===== config.mk =====
export PLATFORM = sky130hd
export DESIGN_NAME = digit_scan_unit
export DESIGN_NICKNAME = d
export VERILOG_FILES = /design/src/rtl/dsu_pkg.sv /design/src/rtl/dsu_leaf.sv /design/src/rtl/dsu_node.sv /design/src/rtl/digit_scan_unit.sv
export SDC_FILE = /design/constraint.sdc
export NUM_CORES = 1
export LEC_CHECK = 0
export BUFFER_PORTS_ARGS = -buffer_cell sky130_fd_sc_hd__buf_2
export CAP_MARGIN = 20
export CORE_UTILIZATION = 31
export CTS_CLUSTER_SIZE = 14
export DETAILED_ROUTE_END_ITERATION = 8
export PLACE_DENSITY_LB_ADDON = 0.12
export SYNTH_ARGS = -nofsm -noshare
export SYNTH_HDL_FRONTEND = slang
export SYNTH_HIERARCHICAL = 1
export SYNTH_SLANG_ARGS = --single-unit

===== constraint.sdc =====
create_clock -name clk -period 3.32 [get_ports clk]
set_input_delay 0.664 -clock clk [delete_from_list [all_inputs] [get_ports clk]]
set_output_delay 0.664 -clock clk [all_outputs]
set_load 0.01 [all_outputs]

===== src/rtl/dsu_pkg.sv =====
package dsu_pkg;

  typedef struct packed {
    logic cmp;
    logic inv;
    logic flip;
  } scan_ctrl_t;

  typedef struct packed {
    logic e;
    logic p;
  } leaf_res_t;

  // Two-bit cell: hi/lo are one pair of the input vector.
  function automatic leaf_res_t leaf_eval(logic hi, logic lo, scan_ctrl_t c);
    leaf_res_t r;
    logic a, b;
    a = hi ^ c.inv;
    b = lo ^ c.inv;
    r.e = c.cmp ? (a ^ b) : (a | b);
    r.p = c.flip ? ~b : a;
    return r;
  endfunction

endpackage


===== src/rtl/dsu_leaf.sv =====
module dsu_leaf
  import dsu_pkg::*;
(
  input  logic       bit_hi,
  input  logic       bit_lo,
  input  scan_ctrl_t ctrl,
  output logic       e_out,
  output logic       p_out
);

  leaf_res_t res;

  always_comb begin
    res   = leaf_eval(bit_hi, bit_lo, ctrl);
    e_out = res.e;
    p_out = res.p;
  end

endmodule


===== src/rtl/dsu_node.sv =====
module dsu_node #(
  parameter int W = 1
) (
  input  logic         flip,
  input  logic         e_hi,
  input  logic         e_lo,
  input  logic [W-1:0] p_hi,
  input  logic [W-1:0] p_lo,
  output logic         e_out,
  output logic [W:0]   p_out
);

  logic take_hi;

  always_comb begin
    // Priority mux: normal order favours the upper half, flipped order the lower.
    take_hi = flip ? ~e_lo : e_hi;
    e_out   = e_hi | e_lo;
    p_out   = {take_hi, (take_hi ? p_hi : p_lo)};
  end

endmodule


===== src/rtl/digit_scan_unit.sv =====
module digit_scan_unit
  import dsu_pkg::*;
#(
  parameter int H = 5
) (
  input  logic             clk,
  input  logic             rst,
  input  logic             cmp_mode,
  input  logic             inv_en,
  input  logic             flip_en,
  input  logic [2**H-1:0]  vec_in,
  output logic [H-1:0]     pos_q,
  output logic             found_q
);

  localparam int N      = 2**H;
  localparam int NLEAF  = N / 2;

  scan_ctrl_t ctrl;
  assign ctrl = '{cmp: cmp_mode, inv: inv_en, flip: flip_en};

  for (genvar l = 0; l < H; l++) begin : g_lvl
    localparam int NN = NLEAF >> l;
    logic       e_v [NN];
    logic [l:0] p_v [NN];

    if (l == 0) begin : g_leaf
      for (genvar n = 0; n < NN; n++) begin : g_cell
        dsu_leaf i_leaf (
          .bit_hi (vec_in[2*n+1]),
          .bit_lo (vec_in[2*n]),
          .ctrl   (ctrl),
          .e_out  (e_v[n]),
          .p_out  (p_v[n][0])
        );
      end
    end else begin : g_tree
      for (genvar n = 0; n < NN; n++) begin : g_cell
        dsu_node #(.W(l)) i_node (
          .flip  (flip_en),
          .e_hi  (g_lvl[l-1].e_v[2*n+1]),
          .e_lo  (g_lvl[l-1].e_v[2*n]),
          .p_hi  (g_lvl[l-1].p_v[2*n+1]),
          .p_lo  (g_lvl[l-1].p_v[2*n]),
          .e_out (e_v[n]),
          .p_out (p_v[n])
        );
      end
    end
  end

  always_ff @(posedge clk) begin
    if (rst) begin
      pos_q   <= '0;
      found_q <= 1'b0;
    end else begin
      pos_q   <= g_lvl[H-1].p_v[0];
      found_q <= g_lvl[H-1].e_v[0];
    end
  end

endmodule


# Word level (Yosys, flattened, before mapping)
# Index checks and enable logic that the tools add are counted.
# W data, S select, Z words.
dict set report op_classes {
  n_mux 62
  bitwise 110
}
# cell count
set ops {}
lappend ops {{$mux W1} 55}
lappend ops {{$xor A1 B1 Y1} 48}
lappend ops {{$not A1 Y1} 31}
lappend ops {{$or A1 B1 Y1} 31}
lappend ops {{$mux W2} 4}
lappend ops {{$mux W3} 2}
lappend ops {{$mux W4} 1}
dict set report word_totals {
  regBits 6
  inputBits 37
  output_inout_bits 6
  wordCells 174
}

# Longest topological paths before layout
# Gate-level depths: netlist of run 1.
dict set report depth {
  depth_word 9
  mapped_depth 12
}

# Modules after synthesis
# Netlist of run 1, hierarchy kept.
# mod instances cells_each area_each_um2
set modules_own_cells {}
lappend modules_own_cells {dsu_leaf 16 8 60.1}
lappend modules_own_cells {{dsu_node at g_lvl[1].g_tree.g_cell[0].i_node ...} 8 5 38.8}
lappend modules_own_cells {{dsu_node at g_lvl[2].g_tree.g_cell[0].i_node ...} 4 7 57.6}
lappend modules_own_cells {digit_scan_unit 1 12 157.7}
lappend modules_own_cells {{dsu_node at g_lvl[3].g_tree.g_cell[0].i_node ...} 2 8 68.8}
lappend modules_own_cells {{dsu_node at g_lvl[4].g_tree.g_cell[0].i_node} 1 9 103.8}

# Least setup slack after synthesis of run 1
# No wires, ideal clock.
dict set report synth_timing {
  path_kind {in2reg}
  start {input port vec_in[16]}
  end {register pos_q[0]}
  arrival_ns 2.766
  t_required_ns 3.206
  slack_ns 0.440
  path_stages 10
  n_path_buf 0
  path_cell_list {xnor2_1 ha_1 nand2_1 o21ai_0 or2_2 or2_2 or2_2 mux2i_4 mux2_4 nor2b_1}
}
# item line_no
set synth_rtl {}
lappend synth_rtl {{from (decl)} digit_scan_unit.sv:11} ;# input logic [2**H-1:0] vec_in,
lappend synth_rtl {{to (signal assigned)} digit_scan_unit.sv:57} ;# pos_q <= g_lvl[H-1].p_v[0];
lappend synth_rtl {{to (decl)} digit_scan_unit.sv:12} ;# output logic [H-1:0] pos_q,

==> metrics.md, run 1 <==
| Metric | Value |
|---|---|
| Pwr Total | 0.594 mW |
| Worst endpoint required time | 3.43 ns |
| Starting DRT DRC Count | 34 |
| Top delay family on crit path | simple AND/OR/NAND/NOR gates |
| Total global routing overflow | 0 |
| Status | completed |
| Final hold violations | 0 |
| Hold Crit Endpoint | pos_q[1] |
| Initial antenna violation count | 0 |
| # Post-CTS Setup Buffers | 0 |
| Slowest CP cell | or2_2 |
| F_max | 318 MHz |
| CP max stage delay | 0.34 ns |
| Cts bufs inserted | 3 |
| Top layer in use | met4 |
| Clk buf depth | 2 |
| Drt pass-1 iters | 4 |
| Hold path depth | 2 |
| Diodes inserted | 0 |
| CP bufs+invs | 2 |
| RSZ-0062 raised after global routing | false |
| Initial cell density of the core | 32.1% |
| Critical path, cell by cell | buf_2, buf_12, xnor2_1, ha_1, nand2_1, o21ai_0, or2_2, or2_2, or2_2, mux2i_4, mux2_4, nor2b_1 |
| Setup TNS | 0 ns |
| Maximum level of the CTS H-tree | 1 |
| Post-placement setup slack | -0.0714 ns |
| Final core occ | 38.2% |
| Stages on the worst setup path | 12 |
| # nets final | 330 |
| Seq cells post-synth | 6 |
| Worst hold path class | in -> reg |
| I/O Pins | 43 |
| Final period util | 94.6% |
| First-pass GRT wire length | 5570 µm |
| Via count | 1480 |
| Die height | 80.3 µm |
| Largest net degree at the start of global routing | 48 |
| CTS clk-pin slew, worst paths | 0.04 ns |
| Post-synth cell types | 16 |
| Critical path class | in -> reg |
| Post-route DRC | 0 |
| Final non-filler cell total | 350 |
| Gr usage total | 10.6% |
| LEAKAGE | 1.06 nW |
| Cell mode on critical path | or2_2 |
| HP Start | rst |
| Vias in the first global route | 1265 |
| Post-Synthesis Cells | 233 |
| Final wirelength | 3320 µm |
| Final min period | 3.14 ns |
| Die area | 6450 µm² |
| Core Area | 5920 µm² |
| CP Launch Type | primary input |
| Max Cap Viol | 0 |
| Worst hold slack | 0.680 ns |
| DR WL met2 | 1410 µm |
| Layout cells sized above 1 | 38.2% |
| Wl on met1 | 1790 µm |
| Worst vdd ir | 191 µV |
| Via/cell ratio | 4.23 |
| Die width | 80.3 µm |
| # rows | 28 |
| Metal3 WL | 100 µm |
| Pwr dens | 263 nW/µm² |
| Quantity of I/O buffers inserted on ports | 42 |
| Syn avg cell area | 8.16 µm² |
| Area grow syn2layout | 19.0% |
| TritonCTS Sinks | 6 |
| CP arrival | 3.25 ns |
| CP Capture Type | register |
| Worst-margin pin slew | 0.490 ns |
| Post_cts resized | 0 |
| Root Buffer | clkbuf_8 |
| Final setup fails | 0 |
| GPL Wtd Cong | 0.678 |
| HPWL after detailed placement | 2680 µm |
| Cells after DPL | 347 |
| DP Area | 2220 µm² |
| Slew Limit Fails | 0 |
| PnR worst setup slack | 0.178 ns |
| Seq/Total Area, Yosys | 6.32% |
| Most frequent cells in the layout | xnor2_1, buf_2, nand2_1 |
| Commonest non-fill, non-tap cell in the layout | xnor2_1 |
| Design area | 2260 µm² |
| Worst slew margin | 67.3% |
| Per-cell routed wire length | 9.48 µm |
| Yosys warns | 6 |
| Hold_buf cts | 0 |
| Antenna-violating nets left | 0 |
| CTS tree | built |
| Mapped Nets | 286 |
| Crit-path max FO | 26 |
| Fill count | 645 |
| Mapped cell area | 1900 µm² |
[per-layer routing]
layer / global-route usage (%) / vias up
li1: - / 842
met1: 14.6 / 610
met2: 17.8 / 26
met3: 0.568 / 2
met4: 2.68 / 0
met5: 0 / -
[cell families after synthesis]
family | after synthesis | share of synthesized area, %
compound gates | 32 | 11.6
xor+xnor | 48 | 22.1
fa+ha+maj | 16 | 10.5
buf+inv | 37 | 10.3
flops | 6 | 6.32
mux | 41 | 25.9
simple gates | 53 | 13.2
[flip-flops by register name (all words and copies together) (netlist names)]
register  flops
found_q       1
pos_q         5
[area by class of cell]
cell class	instances	area [µm²]	share of cell area [%]
inverters	22	82.6	3.65
flip-flops and latches	6	120	5.31
clock buffers	3	41.3	1.83
multi-input cells	190	1590	70.1
repair buffers	54	338	14.9
well taps	75	93.8	4.15
[worst max path at each step]
stage / from / to / slack (ns)
after detailed placement: inv_en / pos_q[0] / -0.07
after global placement: inv_en / pos_q[0] / -0.04
after CTS: inv_en / pos_q[0] / 0.16
after global routing: inv_en / pos_q[1] / 0.03
after floorplan: vec_in[16] / pos_q[0] / 0.44
final: inv_en / pos_q[3] / 0.18
[report_power, final]
part           switching (mW)  leakage [nW]  internal (mW)
Combinational           0.182         0.987          0.220
Sequential            0.00222        0.0501         0.0822
Clock                  0.0298        0.0216         0.0777
Total                   0.214          1.06          0.380
[cells in the mapped netlist]
cell type / instances / area (µm²)
or2_2: 15 / 93.8
o21ai_0: 16 / 80.1
buf_4: 15 / 113
dfxtp_1: 6 / 120
nor2b_1: 6 / 37.5
mux2_2: 6 / 67.6
mux2i_1: 8 / 80.1
mux2_1: 16 / 180
inv_1: 22 / 82.6
mux2i_4: 1 / 22.5
nand2_1: 32 / 120
mux2_4: 4 / 60.1
o21ai_2: 16 / 140
ha_1: 16 / 200
mux2i_2: 6 / 82.6
xnor2_1: 48 / 420
Note: power is estimated with default switching activity, not from simulation.
==> inputs of run 2 (changes only) <==
Settings changed: PLACE_DENSITY set to 0.57, PLACE_DENSITY_LB_ADDON 0.12 to not set, REMOVE_ABC_BUFFERS set to 1.
==> run 2 against run 1 <==
Total power decreased by 0.16%. Wire length increased by 2.3%. Non-clock buffer count increased by 1. Fmax decreased by 0.39%. Utilization increased by 0.34 points. Global-route usage increased by 0.57 points. Sequential share of layout area about the same. Cell area increased by 0.89%. Combinational power about the same. Critical path type unchanged. Largest cell class unchanged. Largest power group unchanged.
==> metrics.md, run 2 (same netlist as run 1, synthesis figures left out) <==
| Metric | Value |
|---|---|
| Worst endpoint required time | 3.43 ns (about the same) |
| Largest register FFs | 5 (unchanged) |
| Per-cell routed wire length | 9.66 µm (+2.0%) |
| CP Capture Type | register |
| Via count | 1517 (+2.5%) |
| F_max | 317 MHz (-0.39%) |
| I/O Pins | 43 (unchanged) |
| CTS tree | built |
| Largest regs | pos_q x5, found_q x1 |
| Final hold violations | 0 (unchanged) |
| Pwr Total | 0.593 mW (-0.16%) |
| Initial cell density of the core | 32.1% (unchanged) |
| Worst-margin pin slew | 0.486 ns (-0.00440 ns) |
| Final period util | 95.0% (+0.37 points) |
| Total global routing overflow | 0 (unchanged) |
| CP Launch Type | primary input |
| CTS clk-pin slew, worst paths | 0.03 ns (about the same) |
| Area grow syn2layout | 20.0% |
| Gr usage total | 11.1% (+0.57 points) |
| Cts bufs inserted | 3 (unchanged) |
| Die area | 6450 µm² (unchanged) |
| Hold Crit Endpoint | found_q |
| Starting DRT DRC Count | 17 (-50%) |
| Post_cts resized | 0 (unchanged) |
| Design area | 2280 µm² (+0.89%) |
| Root Buffer | clkbuf_8 |
| Largest reg by FF count | pos_q |
| CP arrival | 3.26 ns (about the same) |
| Quantity of I/O buffers inserted on ports | 42 (unchanged) |
| # rows | 28 (unchanged) |
| Initial antenna violation count | 0 (unchanged) |
| Die width | 80.3 µm (unchanged) |
| Critical path class | in -> reg |
| RSZ-0062 raised after global routing | false |
| Most frequent cells in the layout | xnor2_1, buf_2, nand2_1 |
| Antenna-violating nets left | 0 (unchanged) |
| Die height | 80.3 µm (unchanged) |
| Max Cap Viol | 0 (unchanged) |
| HPWL after detailed placement | 2870 µm (+7.1%) |
| HP Start | rst |
| Worst slew margin | 67.6% (+0.29 points) |
| Core Area | 5920 µm² (unchanged) |
| Status | completed |
| Worst vdd ir | 173 µV (-9.3%) |
| Post-route DRC | 0 (unchanged) |
| Pwr dens | 260 nW/µm² (-1.0%) |
| First-pass GRT wire length | 5850 µm (+5.1%) |
| TritonCTS Sinks | 6 (unchanged) |
| Slew Limit Fails | 0 (unchanged) |
| GPL Wtd Cong | 0.690 (+1.8%) |
| Largest net degree at the start of global routing | 33 (-31%) |
| Final min period | 3.15 ns (+0.0124 ns) |
| Vias in the first global route | 1378 (+8.9%) |
| # nets final | 331 (+0.30%) |
| # Post-CTS Setup Buffers | 0 (unchanged) |
| DP Area | 2240 µm² (+0.90%) |
| Layout cells sized above 1 | 38.4% (+0.22 points) |
| Drt pass-1 iters | 2 (-2) |
| Hold path depth | 2 (unchanged) |
| LEAKAGE | 1.07 nW (+0.89%) |
| Crit-path max FO | 17 (-35%) |
| Final wirelength | 3390 µm (+2.3%) |
| Commonest non-fill, non-tap cell in the layout | xnor2_1 |
| Clk buf depth | 2 (unchanged) |
| Diodes inserted | 0 (unchanged) |
| Worst hold path class | in -> reg |
| Final setup fails | 0 (unchanged) |
| Via/cell ratio | 4.32 (+2.2%) |
| Hold_buf cts | 0 (unchanged) |
| Maximum level of the CTS H-tree | 1 (unchanged) |
==> run 2: cell count changes in the layout (fill, tap and decap cells not counted) <==
cell and change:
buf_12 +1
==> run 2: power by group <==
group | internal, mW | switching [mW] | leakage, nW
sequential | 0.0822 | 0.00180 | 0.0501
clock | 0.0775 | 0.0275 | 0.0216
combinational | 0.222 | 0.181 | 0.997
total | 0.382 | 0.211 | 1.07
==> run 2: worst max-delay path by stage <==
stage | startpoint | to | slack, ns
after floorplan | vec_in[16] | pos_q[0] | 0.44
after global placement | inv_en | pos_q[2] | -0.01
after detailed placement | inv_en | pos_q[2] | -0.07
after CTS | inv_en | pos_q[2] | 0.15
after global routing | inv_en | pos_q[2] | 0.01
final | inv_en | pos_q[3] | 0.17
==> run 2: metrics by stage <==
| stage | worst slack [ns] | utilization (%) | std cells | hold slack [ns] | setup TNS, ns |
|---|---|---|---|---|---|
| 6_report | 0.166 | 38.5 | 351 | 0.679 | 0 |
| 5_1_grt | 0.0108 | 38.5 | 351 | 0.699 | 0 |
| 4_1_cts | 0.146 | 38.5 | 351 | 0.673 | 0 |
| 3_5_place_dp | -0.0681 | 37.8 | 348 | 0.903 | -0.263 |
| 3_3_place_gp | -0.0106 | 37.8 | 348 | 0.912 | -0.0368 |
| 2_1_floorplan | 0.440 | - | 218 | 0.736 | 0 |
==> run 2: layout make-up <==
cell class | count | area [µm²]
inverters | 22 | 82.6
multi-input cells | 190 | 1590
fillers | 624 | 3640
repair buffers | 55 | 358
clock buffers | 3 | 41.3
flip-flops and latches | 6 | 120
well taps | 75 | 93.8
==> run 2: worst max-delay path: stages <==
cell and delay (ns):
buf_2 0.15, buf_12 0.17, xnor2_1 0.18, ha_1 0.25
nand2_1 0.05, o21ai_0 0.10, or2_2 0.34, or2_2 0.31
or2_2 0.31, mux2i_4 0.28, mux2_4 0.33, nor2b_1 0.12
==> run 2: routing by layer <==
layer / vias up / global-route usage, % / share of wire (%)
met5: - / 0 / 0
met4: 0 / 2.68 / 0.27
met3: 2 / 1.36 / 4.5
met2: 26 / 18.5 / 45
met1: 647 / 15.1 / 50
li1: 842 / - / -
==> inputs of run 3 (changes only) <==
Settings changed: REMOVE_ABC_BUFFERS 1 to not set.
==> run 3 against run 2 <==
Flip-flop and latch count unchanged. Via count barely moved. Non-clock buffer count down 3.
==> metrics.md, run 3 (same netlist as run 1, synthesis figures left out) <==
| Metric | Value |
|---|---|
| Status | completed |
| RSZ-0062 raised after global routing | false |
| CP Capture Type | register |
| Cts bufs inserted | 3 (unchanged) |
| Via/cell ratio | 4.36 (+0.80%) |
| Starting DRT DRC Count | 37 (+20) |
| CP Launch Type | primary input |
| Top delay family on crit path | simple AND/OR/NAND/NOR gates |
| Initial antenna violation count | 0 (unchanged) |
| Worst vdd ir | 99.2 µV (-43%) |
| Total global routing overflow | 0 (unchanged) |
| Largest net degree at the start of global routing | 33 (unchanged) |
| Vias in the first global route | 1532 (+11%) |
| Worst slew margin | 67.2% (-0.41 points) |
| Slew Limit Fails | 0 (unchanged) |
| Final setup fails | 0 (unchanged) |
| Most frequent cells in the layout | xnor2_1, buf_2, nand2_1 |
| F_max | 317 MHz (about the same) |
| CTS tree | built |
| Design area | 2240 µm² (-1.7%) |
| Worst endpoint required time | 3.43 ns (about the same) |
| Final period util | 94.9% (about the same) |
| Die area | 6450 µm² (unchanged) |
| Final wirelength | 3430 µm (+1.1%) |
| Clk buf depth | 2 (unchanged) |
| Maximum level of the CTS H-tree | 1 (unchanged) |
| Worst-margin pin slew | 0.492 ns (+0.00614 ns) |
| Hold_buf cts | 0 (unchanged) |
| Quantity of I/O buffers inserted on ports | 42 (unchanged) |
| Largest register FFs | 5 (unchanged) |
| Met2 usage | 22.9% (+4.4 points) |
| Met3 GRT Util | 0.795% (-0.57 points) |
| Crit-path max FO | 24 (+7) |
| Die height | 80.3 µm (unchanged) |
| Commonest non-fill, non-tap cell in the layout | xnor2_1 |
| Core Area | 5920 µm² (unchanged) |
| Final min period | 3.15 ns (-0.00295 ns) |
| Area grow syn2layout | 18.0% |
| Gr usage total | 11.8% (+0.63 points) |
| # rows | 28 (unchanged) |
| LEAKAGE | 1.04 nW (-2.2%) |
| HPWL after detailed placement | 2880 µm (+0.34%) |
| Diodes inserted | 0 (unchanged) |
| Per-cell routed wire length | 9.85 µm (+1.9%) |
| Final non-filler cell total | 348 (-0.85%) |
| Critical path, cell by cell | buf_2, buf_12, xnor2_1, ha_1, nand2_1, o21ai_0, or2_2, or2_2, or2_2, mux2i_4, mux2_4, nor2b_1 |
| Cell mode on critical path | or2_2 |
| Max Cap Viol | 0 (unchanged) |
| Cells after DPL | 345 (-0.86%) |
| First-pass GRT wire length | 6310 µm (+7.9%) |
| Drt pass-1 iters | 4 (+2) |
| Final hold violations | 0 (unchanged) |
| CP arrival | 3.26 ns (about the same) |
| Met1 global-route usage | 14.0% (-1.1 points) |
| Via count | 1516 (-0.066%) |
| GPL Wtd Cong | 0.704 (+2.0%) |
| Pwr dens | 263 nW/µm² (+1.3%) |
| Fill count | 630 (+0.96%) |
| I/O Pins | 43 (unchanged) |
| # nets final | 328 (-0.91%) |
| Die width | 80.3 µm (unchanged) |
| Busiest grt layer | met2 |
| Post-route DRC | 0 (unchanged) |
| Slowest CP cell | or2_2 |
| Setup TNS | 0 ns (unchanged) |
| Initial cell density of the core | 32.1% (unchanged) |
| CP max stage delay | 0.33 ns (about the same) |
| Worst hold path class | in -> reg |
| Antenna-violating nets left | 0 (unchanged) |
| Critical path class | in -> reg |
| Largest reg by FF count | pos_q |
| Layout cells sized above 1 | 37.7% (-0.68 points) |
| Root Buffer | clkbuf_8 |
| DP Area | 2190 µm² (-2.1%) |
| CP bufs+invs | 2 (unchanged) |
| Largest regs | pos_q x5, found_q x1 |
| CTS clk-pin slew, worst paths | 0.03 ns (about the same) |
| TritonCTS Sinks | 6 (unchanged) |
run 3: changes by cell type in the layout (fill, tap and decap cells not counted), sizes merged:
cell | before | now
buf | 55 | 52
run 3: through the flow:
| stage | util, % | hold slack (ns) | power [mW] | setup WS, ns |
|---|---|---|---|---|
| after floorplan | - | 0.736 | 0.400 | 0.440 |
| after global placement | 37.0 | 0.917 | 0.483 | -0.0484 |
| after detailed placement | 37.0 | 0.921 | 0.488 | -0.0614 |
| after CTS | 37.7 | 0.696 | 0.597 | 0.159 |
| after global routing | 37.9 | 0.704 | 0.657 | 0.0171 |
| final | 37.9 | 0.689 | 0.591 | 0.169 |
run 3: power breakdown:
part | total [mW] | leakage (nW) | internal, mW | switching (mW)
Clock | 0.105 | 0.0216 | 0.0775 | 0.0272
Combinational | 0.401 | 0.973 | 0.218 | 0.182
Sequential | 0.0852 | 0.0501 | 0.0823 | 0.00293
Total | 0.591 | 1.04 | 0.378 | 0.213
run 3: path summary, 6_finish.rpt:
path                  startpoint  slack (ns)  cells after the start        to
worst max-delay path      inv_en        0.17                     12  pos_q[0]
worst min-delay path         rst        0.69                      2  pos_q[1]
run 3: metal layers:
layer	part of all wire [%]	vias to the layer above
li1	-	838
met1	48	648
met3	3.4	0
met5	0	-
met2	49	30
met4	0	0
run 3: layout make-up:
type | count | area (µm²) | share of cell area, %
clock buffer | 3 | 41.3 | 1.84
sequential | 6 | 120 | 5.36
inverter | 22 | 82.6 | 3.68
tap | 75 | 93.8 | 4.19
multi-input combinational | 190 | 1590 | 71.1
timing repair buffer | 52 | 310 | 13.8
run 3: timing repair:
action | in CTS | in global routing
gates resized for setup | 0 | 1
setup endpoints to repair | 0 | 1
buffers inserted | 0 | 0
